File: config.mk
export PLATFORM = sky130hd
export DESIGN_NAME = key_watchdog
export DESIGN_NICKNAME = d
export VERILOG_FILES = /design/src/rtl/wdt_pkg.sv /design/src/rtl/wdt_key_seq.sv /design/src/rtl/wdt_core_cnt.sv /design/src/rtl/wdt_rst_pulse.sv /design/src/rtl/key_watchdog.sv
export SDC_FILE = /design/constraint.sdc
export NUM_CORES = 1
export LEC_CHECK = 0
export CORE_ASPECT_RATIO = 1.75
export CORE_MARGIN = 3
export CORE_UTILIZATION = 48
export CTS_CLUSTER_DIAMETER = 150
export CTS_CLUSTER_SIZE = 40
export DETAILED_ROUTE_END_ITERATION = 12
export MAX_ROUTING_LAYER = met4
export PLACE_DENSITY = 0.82
export SLEW_MARGIN = 10
export SYNTH_ARGS = -nofsm -noshare
export SYNTH_HDL_FRONTEND = slang
export SYNTH_SLANG_ARGS = --single-unit
File: constraint.sdc
create_clock -name clk -period 2.1 [get_ports clk]
set_clock_uncertainty 0.15 [all_clocks]
set_input_delay 0.42 -clock clk [delete_from_list [all_inputs] [get_ports clk]]
set_output_delay 0.42 -clock clk [all_outputs]
set_load 0.1 [all_outputs]
File: src/rtl/wdt_pkg.sv
package wdt_pkg;

    localparam int unsigned BUS_AW = 8;
    localparam int unsigned BUS_DW = 8;

    localparam logic [BUS_DW-1:0] KEY_FIRST  = 8'h1E;
    localparam logic [BUS_DW-1:0] KEY_SECOND = 8'hE1;

    typedef enum logic {
        SEQ_IDLE  = 1'b0,
        SEQ_ARMED = 1'b1
    } seq_e;

    typedef struct packed {
        logic              we;
        logic [BUS_AW-1:0] addr;
        logic [BUS_DW-1:0] data;
    } bus_wr_t;

    function automatic int unsigned pick_len(input logic half_mode,
                                             input int unsigned long_len,
                                             input int unsigned short_len);
        return half_mode ? short_len : long_len;
    endfunction

endpackage

File: src/rtl/wdt_key_seq.sv
module wdt_key_seq
    import wdt_pkg::*;
#(
    parameter logic [BUS_AW-1:0] SVC_ADDR = 8'hA6
) (
    input  logic    clk,
    input  logic    rst,
    input  logic    flush,
    input  bus_wr_t wr,
    output logic    key_ok
);

    seq_e state_q, state_d;
    logic hit;

    assign hit = wr.we && (wr.addr == SVC_ADDR);

    always_comb begin
        state_d = state_q;
        key_ok  = 1'b0;
        if (hit) begin
            if (state_q == SEQ_IDLE && wr.data == KEY_FIRST) begin
                state_d = SEQ_ARMED;
            end else begin
                state_d = SEQ_IDLE;
                if (state_q == SEQ_ARMED && wr.data == KEY_SECOND) begin
                    key_ok = 1'b1;
                end
            end
        end
    end

    always_ff @(posedge clk) begin
        if (rst || flush) begin
            state_q <= SEQ_IDLE;
        end else begin
            state_q <= state_d;
        end
    end

    // a completed key always leaves the detector idle
    p_idle_after_key_r3: assert property (@(posedge clk) disable iff (rst)
        key_ok |=> (state_q == SEQ_IDLE));

endmodule

File: src/rtl/wdt_core_cnt.sv
module wdt_core_cnt #(
    parameter int unsigned CNT_W = 14
) (
    input  logic             clk,
    input  logic             rst,
    input  logic             key_ok,
    input  logic             tick,
    input  logic             pulse_busy,
    input  logic             pulse_done,
    output logic             en_q,
    output logic [CNT_W-1:0] cnt_q,
    output logic             fire
);

    localparam logic [CNT_W-1:0] CNT_MAX = {CNT_W{1'b1}};

    assign fire = en_q && (cnt_q == CNT_MAX) && !pulse_busy;

    always_ff @(posedge clk) begin
        if (rst || pulse_done) begin
            en_q  <= 1'b0;
            cnt_q <= '0;
        end else if (pulse_busy || fire) begin
            en_q  <= en_q;
            cnt_q <= cnt_q;
        end else if (key_ok) begin
            en_q  <= 1'b1;
            cnt_q <= '0;
        end else if (en_q && tick) begin
            cnt_q <= cnt_q + 1'b1;
        end
    end

    // once on, only the end of a pulse turns the watchdog off
    p_sticky_r9: assert property (@(posedge clk) disable iff (rst)
        (en_q && !pulse_done) |=> en_q);

    // no strobe, no key, no pulse activity -> the count holds
    p_hold_r5: assert property (@(posedge clk) disable iff (rst)
        (en_q && !pulse_busy && !pulse_done && !key_ok && !tick) |=> $stable(cnt_q));

endmodule

File: src/rtl/wdt_rst_pulse.sv
module wdt_rst_pulse
    import wdt_pkg::*;
#(
    parameter int unsigned LONG_LEN  = 98,
    parameter int unsigned SHORT_LEN = 49
) (
    input  logic clk,
    input  logic rst,
    input  logic fire,
    input  logic half_mode,
    output logic busy,
    output logic done
);

    localparam int unsigned PW_W = $clog2(LONG_LEN + 1);

    logic [PW_W-1:0] rem_q;

    assign done = busy && (rem_q == '0);

    always_ff @(posedge clk) begin
        if (rst) begin
            busy  <= 1'b0;
            rem_q <= '0;
        end else if (busy) begin
            if (rem_q == '0) begin
                busy <= 1'b0;
            end else begin
                rem_q <= rem_q - 1'b1;
            end
        end else if (fire) begin
            busy  <= 1'b1;
            rem_q <= PW_W'(pick_len(half_mode, LONG_LEN, SHORT_LEN) - 1);
        end
    end

    // a running pulse holds until its length is used up
    p_hold_pulse_r8: assert property (@(posedge clk) disable iff (rst)
        (busy && !done) |=> busy);

endmodule

File: src/rtl/key_watchdog.sv
module key_watchdog
    import wdt_pkg::*;
#(
    parameter int unsigned       CNT_W     = 14,
    parameter logic [BUS_AW-1:0] SVC_ADDR  = 8'hA6,
    parameter int unsigned       LONG_LEN  = 98,
    parameter int unsigned       SHORT_LEN = 49
) (
    input  logic              clk,
    input  logic              rst,
    input  logic              bus_we,
    input  logic [BUS_AW-1:0] bus_addr,
    input  logic [BUS_DW-1:0] bus_wdata,
    input  logic              mcyc_strobe,
    input  logic              half_clk_mode,
    output logic              wdt_rst_out
);

    localparam logic [CNT_W-1:0] CNT_MAX = {CNT_W{1'b1}};

    bus_wr_t          wr;
    logic             key_ok;
    logic             en_q;
    logic [CNT_W-1:0] cnt_q;
    logic             fire;
    logic             busy;
    logic             done;

    assign wr = '{we: bus_we, addr: bus_addr, data: bus_wdata};

    wdt_key_seq #(.SVC_ADDR(SVC_ADDR)) u_key (
        .clk    (clk),
        .rst    (rst),
        .flush  (done),
        .wr     (wr),
        .key_ok (key_ok)
    );

    wdt_core_cnt #(.CNT_W(CNT_W)) u_cnt (
        .clk        (clk),
        .rst        (rst),
        .key_ok     (key_ok),
        .tick       (mcyc_strobe),
        .pulse_busy (busy),
        .pulse_done (done),
        .en_q       (en_q),
        .cnt_q      (cnt_q),
        .fire       (fire)
    );

    wdt_rst_pulse #(.LONG_LEN(LONG_LEN), .SHORT_LEN(SHORT_LEN)) u_pulse (
        .clk       (clk),
        .rst       (rst),
        .fire      (fire),
        .half_mode (half_clk_mode),
        .busy      (busy),
        .done      (done)
    );

    assign wdt_rst_out = busy;

    // the reset output only rises after the counter was full
    p_rise_after_full_r6: assert property (@(posedge clk) disable iff (rst)
        $rose(wdt_rst_out) |-> ($past(cnt_q) == CNT_MAX));

    // while off, the next cycle never starts a pulse
    p_off_no_pulse_r1: assert property (@(posedge clk) disable iff (rst)
        !en_q |=> !$rose(wdt_rst_out));

endmodule

==> out/metrics.csv, run 1 <==
stage;metric;value;unit
power_and_ir_drop;share of total power in sequential cells;0.475;
clock_network;H-tree levels;1;
sta;upper clock frequency limit;0.477;GHz
routing;via count;1643;
logic_synthesis;Synth async-reset ratio;0;
global_route;Overall Global Routing Usage;0.268;
logic_synthesis;post-synthesis sequential area ratio;0.337;
worst_setup_path;Reg2Reg Depth;5;
power_and_ir_drop;clock network power share;0.437;
sta;slew margin rel.;0.625;
logic_synthesis;post-synth top area share;0.337;
die;standard-cell rows;25;
power_and_ir_drop;Switching Power;0.192;mW
worst_setup_path;RR Startpoint;u_cnt.cnt_q[7];
logic_synthesis;Post-synth EDFFs;0;
worst_setup_path;r2r setup slk;0.13;ns
routing;antenna viol nets, final;0;
power_and_ir_drop;Static Leak;0.699;nW
logic_synthesis;synthesized area;1430;um2
worst_setup_path;worst setup path category;in -> reg;
die;# IOs;22;
placement;routability cong.;0.969;
sta;worst slew pin tran;0.560;ns
logic_synthesis;top post-synthesis cells by area;dfxtp_1 34%, nand2_1 5.8%, a21oi_1 4.6%;
worst_setup_path;crit-path cells;clkdlybuf4s50_1 > nor4bb_4 > and4_4 > nand2_1 > buf_6 > a211oi_2 > o221a_2;
clock_network;CTS tree;done;
flow_run;Max Cap Violations;0;
placement;Buffers on Ports;21;
clock_network;CTS Hold Bufs;0;
worst_setup_path;r2r endpoint;u_cnt.cnt_q[5];
worst_setup_path;CP max stage cell;clkdlybuf4s50_1;
clock_network;number of CTS-inserted buffers;3;
sta;final hold violations;0;
sta;Slew Limit Fails;0;
global_route;first-pass GRT wire length;7240;um
routing;Post-Route WL;4470;um
logic_synthesis;Synth Register Bits;24;
logic_synthesis;mean cell area of the mapped netlist;7.93;um2
worst_hold_path;hold wc startpoint;u_cnt.cnt_q[12];
logic_synthesis;Synth Net Count;203;
power_and_ir_drop;Logic pwr share;0.088;
routing;1st-iter DRT viols;87;
final_layout;share of cells above drive strength 1;0.243;
power_and_ir_drop;P per Cell Area;484;nW/um2
power_and_ir_drop;Final Power;0.954;mW
routing;Via density;6.60;
sta;Setup-failing EPs final;0;
clock_network;Clock Sink Count;24;
final_layout;Ant. Diodes;0;
routing;Initial DRT Pass Iterations;4;
worst_setup_path;Critical Path RT;2.17;ns
die;initial cell density of the core;0.513;
worst_setup_path;Worst setup EP type;flip-flop;
final_layout;final net count;246;
placement;dpl cells;243;
final_layout;Post-Layout Cell Count;249;
worst_setup_path;CP arrival;2.17;ns
die;die height;78.1;um
worst_setup_path;Critical Path Start Type;input port;
die;Die ar.;3690;um2
logic_synthesis;Main synth FF type;dfxtp_1;
clock_network;clock buffer depth;2;
die;area of the core;2780;um2
sta;Hold Slack;0.336;ns
clock_network;clock root buffer;clkbuf_8;
routing;wire per inst;17.9;um
die;Die X-Extent;47.2;um
sta;final setup TNS;0;ns
global_route;initial antenna violation count;0;
worst_hold_path;hold depth;1;
worst_hold_path;min-delay worst type;reg -> reg;
global_route;number of global-route vias before repair;1689;
clock_network;Worst-path clk slew;0.09;ns
routing;Remaining DRCs;0;
power_and_ir_drop;sw frac;0.201;
worst_hold_path;WHS Endpoint;u_cnt.cnt_q[12];
logic_synthesis;Cells after Synth;180;
clock_network;Skew-Pair Late Insertion Delay;0.28;ns
worst_setup_path;Critical Path Fanout Max;16;
power_and_ir_drop;Internal Power;0.762;mW
final_layout;Area Growth Syn to Fin;38.1;%
global_route;GR Overflow Total;0;
logic_synthesis;cell accounting for the most synthesized area;dfxtp_1;
placement;dpl hpwl;3380;um
sta;fin crit share;0.999;
status;status;finished clean;
worst_setup_path;CP max stage delay;0.50;ns
sta;Final Critical Period;2.10;ns
power_and_ir_drop;peak supply drop;0.364;mV
logic_synthesis;Yosys cell types;47;
logic_synthesis;Syn. warnings;0;
global_route;largest net degree at the start of global routing;17;
Yosys cell counts, types with 2 or more instances:
| library cell | n |
|---|---|
| a211oi_1 | 2 |
| a21oi_1 | 13 |
| a22oi_1 | 2 |
| a32oi_1 | 3 |
| and2_1 | 3 |
| and4_1 | 2 |
| clkbuf_1 | 4 |
| dfxtp_1 | 24 |
| ha_1 | 2 |
| inv_1 | 4 |
| nand2_1 | 22 |
| nand2b_1 | 2 |
| nand3_1 | 10 |
| nand4_1 | 4 |
| nand4b_1 | 3 |
| nor2_1 | 16 |
| nor3_1 | 7 |
| nor3b_1 | 3 |
| nor4_1 | 4 |
| nor4bb_1 | 2 |
| o211ai_1 | 5 |
| o21ai_0 | 6 |
| o21ai_1 | 3 |
| o22ai_1 | 6 |
| or2_2 | 2 |
| or3_1 | 4 |
| or3_2 | 2 |
through the flow:
step	worst slack, ns	cell area (um2)	util
floorplan	0.00664	1440	-
global placement	-0.190	1810	0.652
detailed placement	-0.284	1810	0.652
CTS	0.0119	1900	0.682
global route	-0.0385	1970	0.708
finish	0.00207	1970	0.708
how the worst max path moves through the flow:
stage / start / depth (start not counted) / slack (ns) / endpoint
2_1_floorplan: u_pulse.busy / 10 / 0.007 / u_pulse.rem_q[6]
3_3_place_gp: bus_addr[5] / 6 / -0.19 / u_cnt.cnt_q[3]
3_5_place_dp: bus_addr[5] / 6 / -0.28 / u_cnt.cnt_q[9]
4_1_cts: bus_wdata[5] / 7 / 0.01 / u_cnt.cnt_q[5]
5_1_grt: bus_wdata[5] / 7 / -0.04 / u_cnt.cnt_q[5]
6_report: bus_wdata[5] / 7 / 0.002 / u_cnt.cnt_q[5]
critical path, delay by kind of cell:
kind	cells	cell delay [ns]
compound gates	2	0.44
simple gates	3	0.64
buf+inv	2	0.66
per-layer routing:
metal	share of wire	up-vias	track usage
li1	-	772	-
met1	0.34	760	0.265
met2	0.55	77	0.450
met3	0.043	34	0.0344
met4	0.066	0	0.183
met5	0	-	-
cell usage in the layout (no fill, tap or decap), types with 2 or more instances in the layout:
master and count:
dfxtp_1 23, buf_4 22, nand2_1 21, clkdlybuf4s50_1 19, nor2_1 16, a21oi_1 12, nand3_1 10, nor3_1 7
o21ai_0 6, o22ai_1 6, o211ai_1 5, inv_1 4, nand4_1 4, or3_1 4, o21ai_1 3, nor4_1 3
a32oi_1 3, nand4b_1 3, clkbuf_8 3, nor4bb_4 2, nor3b_1 2, and4_4 2, nand2b_1 2, or2_2 2
nor4_2 2, and2_1 2, a22oi_1 2, or3_2 2
sequential cells by signal (all words and copies together) (netlist names):
signal and count:
u_pulse.rem_q 7, u_pulse.busy 1, u_cnt.en_q 1, u_cnt.cnt_q 14, u_key.state_q 1
cells by family after synthesis:
kind of cell / synth area share
and+or+nand+nor: 0.375
AOI/OAI and AO/OA: 0.231
DFF: 0.337
buffers and inverters: 0.0324
adders and majority gates: 0.0175
muxes: 0.00701
power by group through the flow:
stage | Sequential, mW | Combinational, mW | Clock, mW
floorplan | 0.464 | 0.0214 | 0
global placement | 0.464 | 0.0745 | 0
detailed placement | 0.464 | 0.0768 | 0
CTS | 0.453 | 0.0777 | 0.418
global route | 0.453 | 0.0902 | 0.441
finish | 0.453 | 0.0836 | 0.417
timing repair:
action,CTS,global route
setup endpoints to repair,3,21
resized for setup,3,15
buffers inserted,0,2
pin swaps,0,2
final cells by class:
class / instances / area (um2)
clock inverters: 1 / 30.0
fillers: 224 / 812
clock buffers: 3 / 41.3
flip-flops and latches: 24 / 484
multi-input cells: 146 / 968
inverters: 4 / 15.0
repair buffers: 44 / 399
well taps: 27 / 33.8
Note: power is estimated with default switching activity, not from simulation.
==> run 2: changes to the inputs <==
--- a/config.mk
+++ b/config.mk
@@ -11,6 +11,8 @@
 export CTS_CLUSTER_DIAMETER = 150
 export CTS_CLUSTER_SIZE = 40
 export DETAILED_ROUTE_END_ITERATION = 12
+export GPL_TIMING_DRIVEN = 1
+export HOLD_SLACK_MARGIN = 0.02
 export MAX_ROUTING_LAYER = met4
 export PLACE_DENSITY = 0.82
 export SLEW_MARGIN = 10
==> results of run 2 <==
The final DEF is identical to that of run 1; final timing and power are the same.
==> run 3: changes to the inputs <==
--- a/config.mk
+++ b/config.mk
@@ -6,7 +6,6 @@
 export NUM_CORES = 1
 export LEC_CHECK = 0
 export CORE_ASPECT_RATIO = 1.75
-export CORE_MARGIN = 3
 export CORE_UTILIZATION = 48
 export CTS_CLUSTER_DIAMETER = 150
 export CTS_CLUSTER_SIZE = 40
==> run 3 against run 2 <==
Effect of this change: design area increased by 0.89%; first-iteration DRC count decreased by 33%; non-clock buffer count increased by 6; sequential power about the same; worst hold slack improved by 0.013 ns; final cell count increased by 2.4%; register-to-register slack about the same; maximum frequency increased by 0.23%; combinational power decreased by 2%; via count increased by 1.0%; die area decreased by 13%.
==> out/metrics.csv, run 3 (synthesis gave the netlist of run 1 again) <==
stage;metric;value;unit
status;status;finished clean;
placement;dpl cells;249;
die;Die X-Extent;43.2;um
final_layout;Ant. Diodes;0;
die;Die ar.;3200;um2
placement;Buffers on Ports;21;
die;die height;74.1;um
sta;RSZ-0062 raised after global routing;yes;
global_route;number of global-route vias before repair;1773;
worst_setup_path;Worst setup EP type;flip-flop;
final_layout;share of cells above drive strength 1;0.250;
global_route;largest net degree at the start of global routing;15;
placement;dpl ws;-0.312;ns
power_and_ir_drop;share of total power in sequential cells;0.530;
sta;Setup WS post-layout;0.00698;ns
clock_network;clock root buffer;clkbuf_8;
final_layout;Reg with most FFs;u_cnt.cnt_q;
sta;Setup-failing EPs final;0;
routing;wire per inst;18.2;um
flow_run;Max Cap Violations;0;
clock_network;Skew-Pair Late Insertion Delay;0.27;ns
final_layout;most common cell after layout, fill and taps aside;buf_4;
final_layout;# fillers;220;
power_and_ir_drop;Switching Power;0.182;mW
worst_setup_path;CP arrival;2.12;ns
power_and_ir_drop;Static Leak;0.723;nW
worst_setup_path;Critical Path RT;2.13;ns
sta;final setup TNS;0;ns
final_layout;final net count;252;
sta;worst slew pin tran;0.430;ns
worst_setup_path;worst setup path category;in -> reg;
routing;Initial DRT Pass Iterations;4;
die;area of the core;2750;um2
routing;1st-iter DRT viols;58;
routing;Remaining DRCs;0;
final_layout;Post-Layout Cell Count;255;
routing;Post-Route WL;4650;um
sta;fin crit share;0.997;
placement;dpl hpwl;3570;um
power_and_ir_drop;Internal Power;0.673;mW
sta;final hold violations;0;
power_and_ir_drop;P per Cell Area;430;nW/um2
routing;via count;1660;
final_layout;most frequent cells in the layout;28 x buf_4, 23 x dfxtp_1, 21 x nand2_1, 19 x clkdlybuf4s50_1, 15 x nor2_1;
power_and_ir_drop;peak supply drop;0.558;mV
global_route;initial antenna violation count;0;
worst_hold_path;min-delay worst type;reg -> reg;
power_and_ir_drop;clock network power share;0.374;
die;# IOs;22;
global_route;first-pass GRT wire length;7690;um
routing;Via density;6.51;
sta;Final Critical Period;2.09;ns
sta;upper clock frequency limit;0.478;GHz
sta;slew margin rel.;0.713;
placement;routability cong.;1.00;
clock_network;Worst-path clk slew;0.09;ns
clock_network;Clock Sink Count;24;
clock_network;H-tree levels;1;
clock_network;CTS tree;done;
die;standard-cell rows;25;
die;initial cell density of the core;0.519;
final_layout;Largest register FFs;14;
global_route;GR Overflow Total;0;
power_and_ir_drop;sw frac;0.213;
global_route;Overall Global Routing Usage;0.326;
clock_network;clock buffer depth;2;
worst_setup_path;Critical Path Start Type;input port;
final_layout;Area Growth Syn to Fin;39.4;%
worst_setup_path;Critical Path Fanout Max;5;
clock_network;number of CTS-inserted buffers;3;
routing;antenna viol nets, final;0;
power_and_ir_drop;Logic pwr share;0.096;
sta;Slew Limit Fails;0;
final_layout;top flop regs;u_cnt.cnt_q x14, u_pulse.rem_q x7;
==> run 3: final timing paths <==
path	start	end	slack (ns)	cells past startpoint
min	u_cnt.cnt_q[12]	u_cnt.cnt_q[12]	0.35	1
max	bus_addr[5]	u_cnt.cnt_q[9]	0.007	6
min reg2reg	u_cnt.cnt_q[12]	u_cnt.cnt_q[12]	0.35	1
max reg2reg	u_cnt.cnt_q[9]	u_cnt.cnt_q[5]	0.13	5
==> run 3: timing repair <==
| action | CTS | global route |
|---|---|---|
| resized for setup | 4 | 10 |
| gates cloned | 0 | 0 |
| pin swaps | 1 | 4 |
| hold buffers | 0 | 0 |
| endpoints found under the setup margin | 4 | 8 |
| setup buffers | 0 | 2 |
==> run 3: worst max-delay path, cell delays in order <==
cell,delay (ns)
clkdlybuf4s50_1,0.49
nor4bb_4,0.29
and4_1,0.25
and2_4,0.18
o211ai_1,0.12
a221oi_2,0.36
==> run 3: layer usage <==
layer	GRT usage	wire length, um	part of all wire	vias to the layer above
li1	-	-	-	784
met1	0.287	1510	0.32	788
met2	0.633	2760	0.59	62
met3	0.0243	178	0.038	26
met4	0.205	201	0.043	0
met5	-	0	0	-
==> run 3: stage by stage <==
| step | hold slack, ns | utilization | cell area (um2) | power [mW] |
|---|---|---|---|---|
| after CTS | 0.347 | 0.701 | 1930 | 0.852 |
| after floorplan | 0.295 | - | 1440 | 0.485 |
| after detailed placement | 0.334 | 0.675 | 1860 | 0.541 |
| after global placement | 0.317 | 0.675 | 1860 | 0.537 |
| after global routing | 0.375 | 0.723 | 1990 | 0.883 |
| final | 0.348 | 0.723 | 1990 | 0.855 |
==> run 3: final cells by class <==
class	count	area (um2)	area share
Timing Repair Buffer	50	444	0.223
Sequential cell	24	484	0.243
Clock buffer	4	55.1	0.0277
Inverter	4	15.0	0.00755
Tap cell	27	33.8	0.0170
Multi-Input combinational cell	146	957	0.481
==> run 3: power groups by stage <==
stage                     logic [mW]  clock network, mW  registers, mW
after floorplan               0.0214                  0          0.464
final                         0.0819              0.320          0.453
after global placement        0.0735                  0          0.464
after detailed placement      0.0772                  0          0.464
after CTS                     0.0779              0.321          0.453
after global routing          0.0864              0.343          0.453
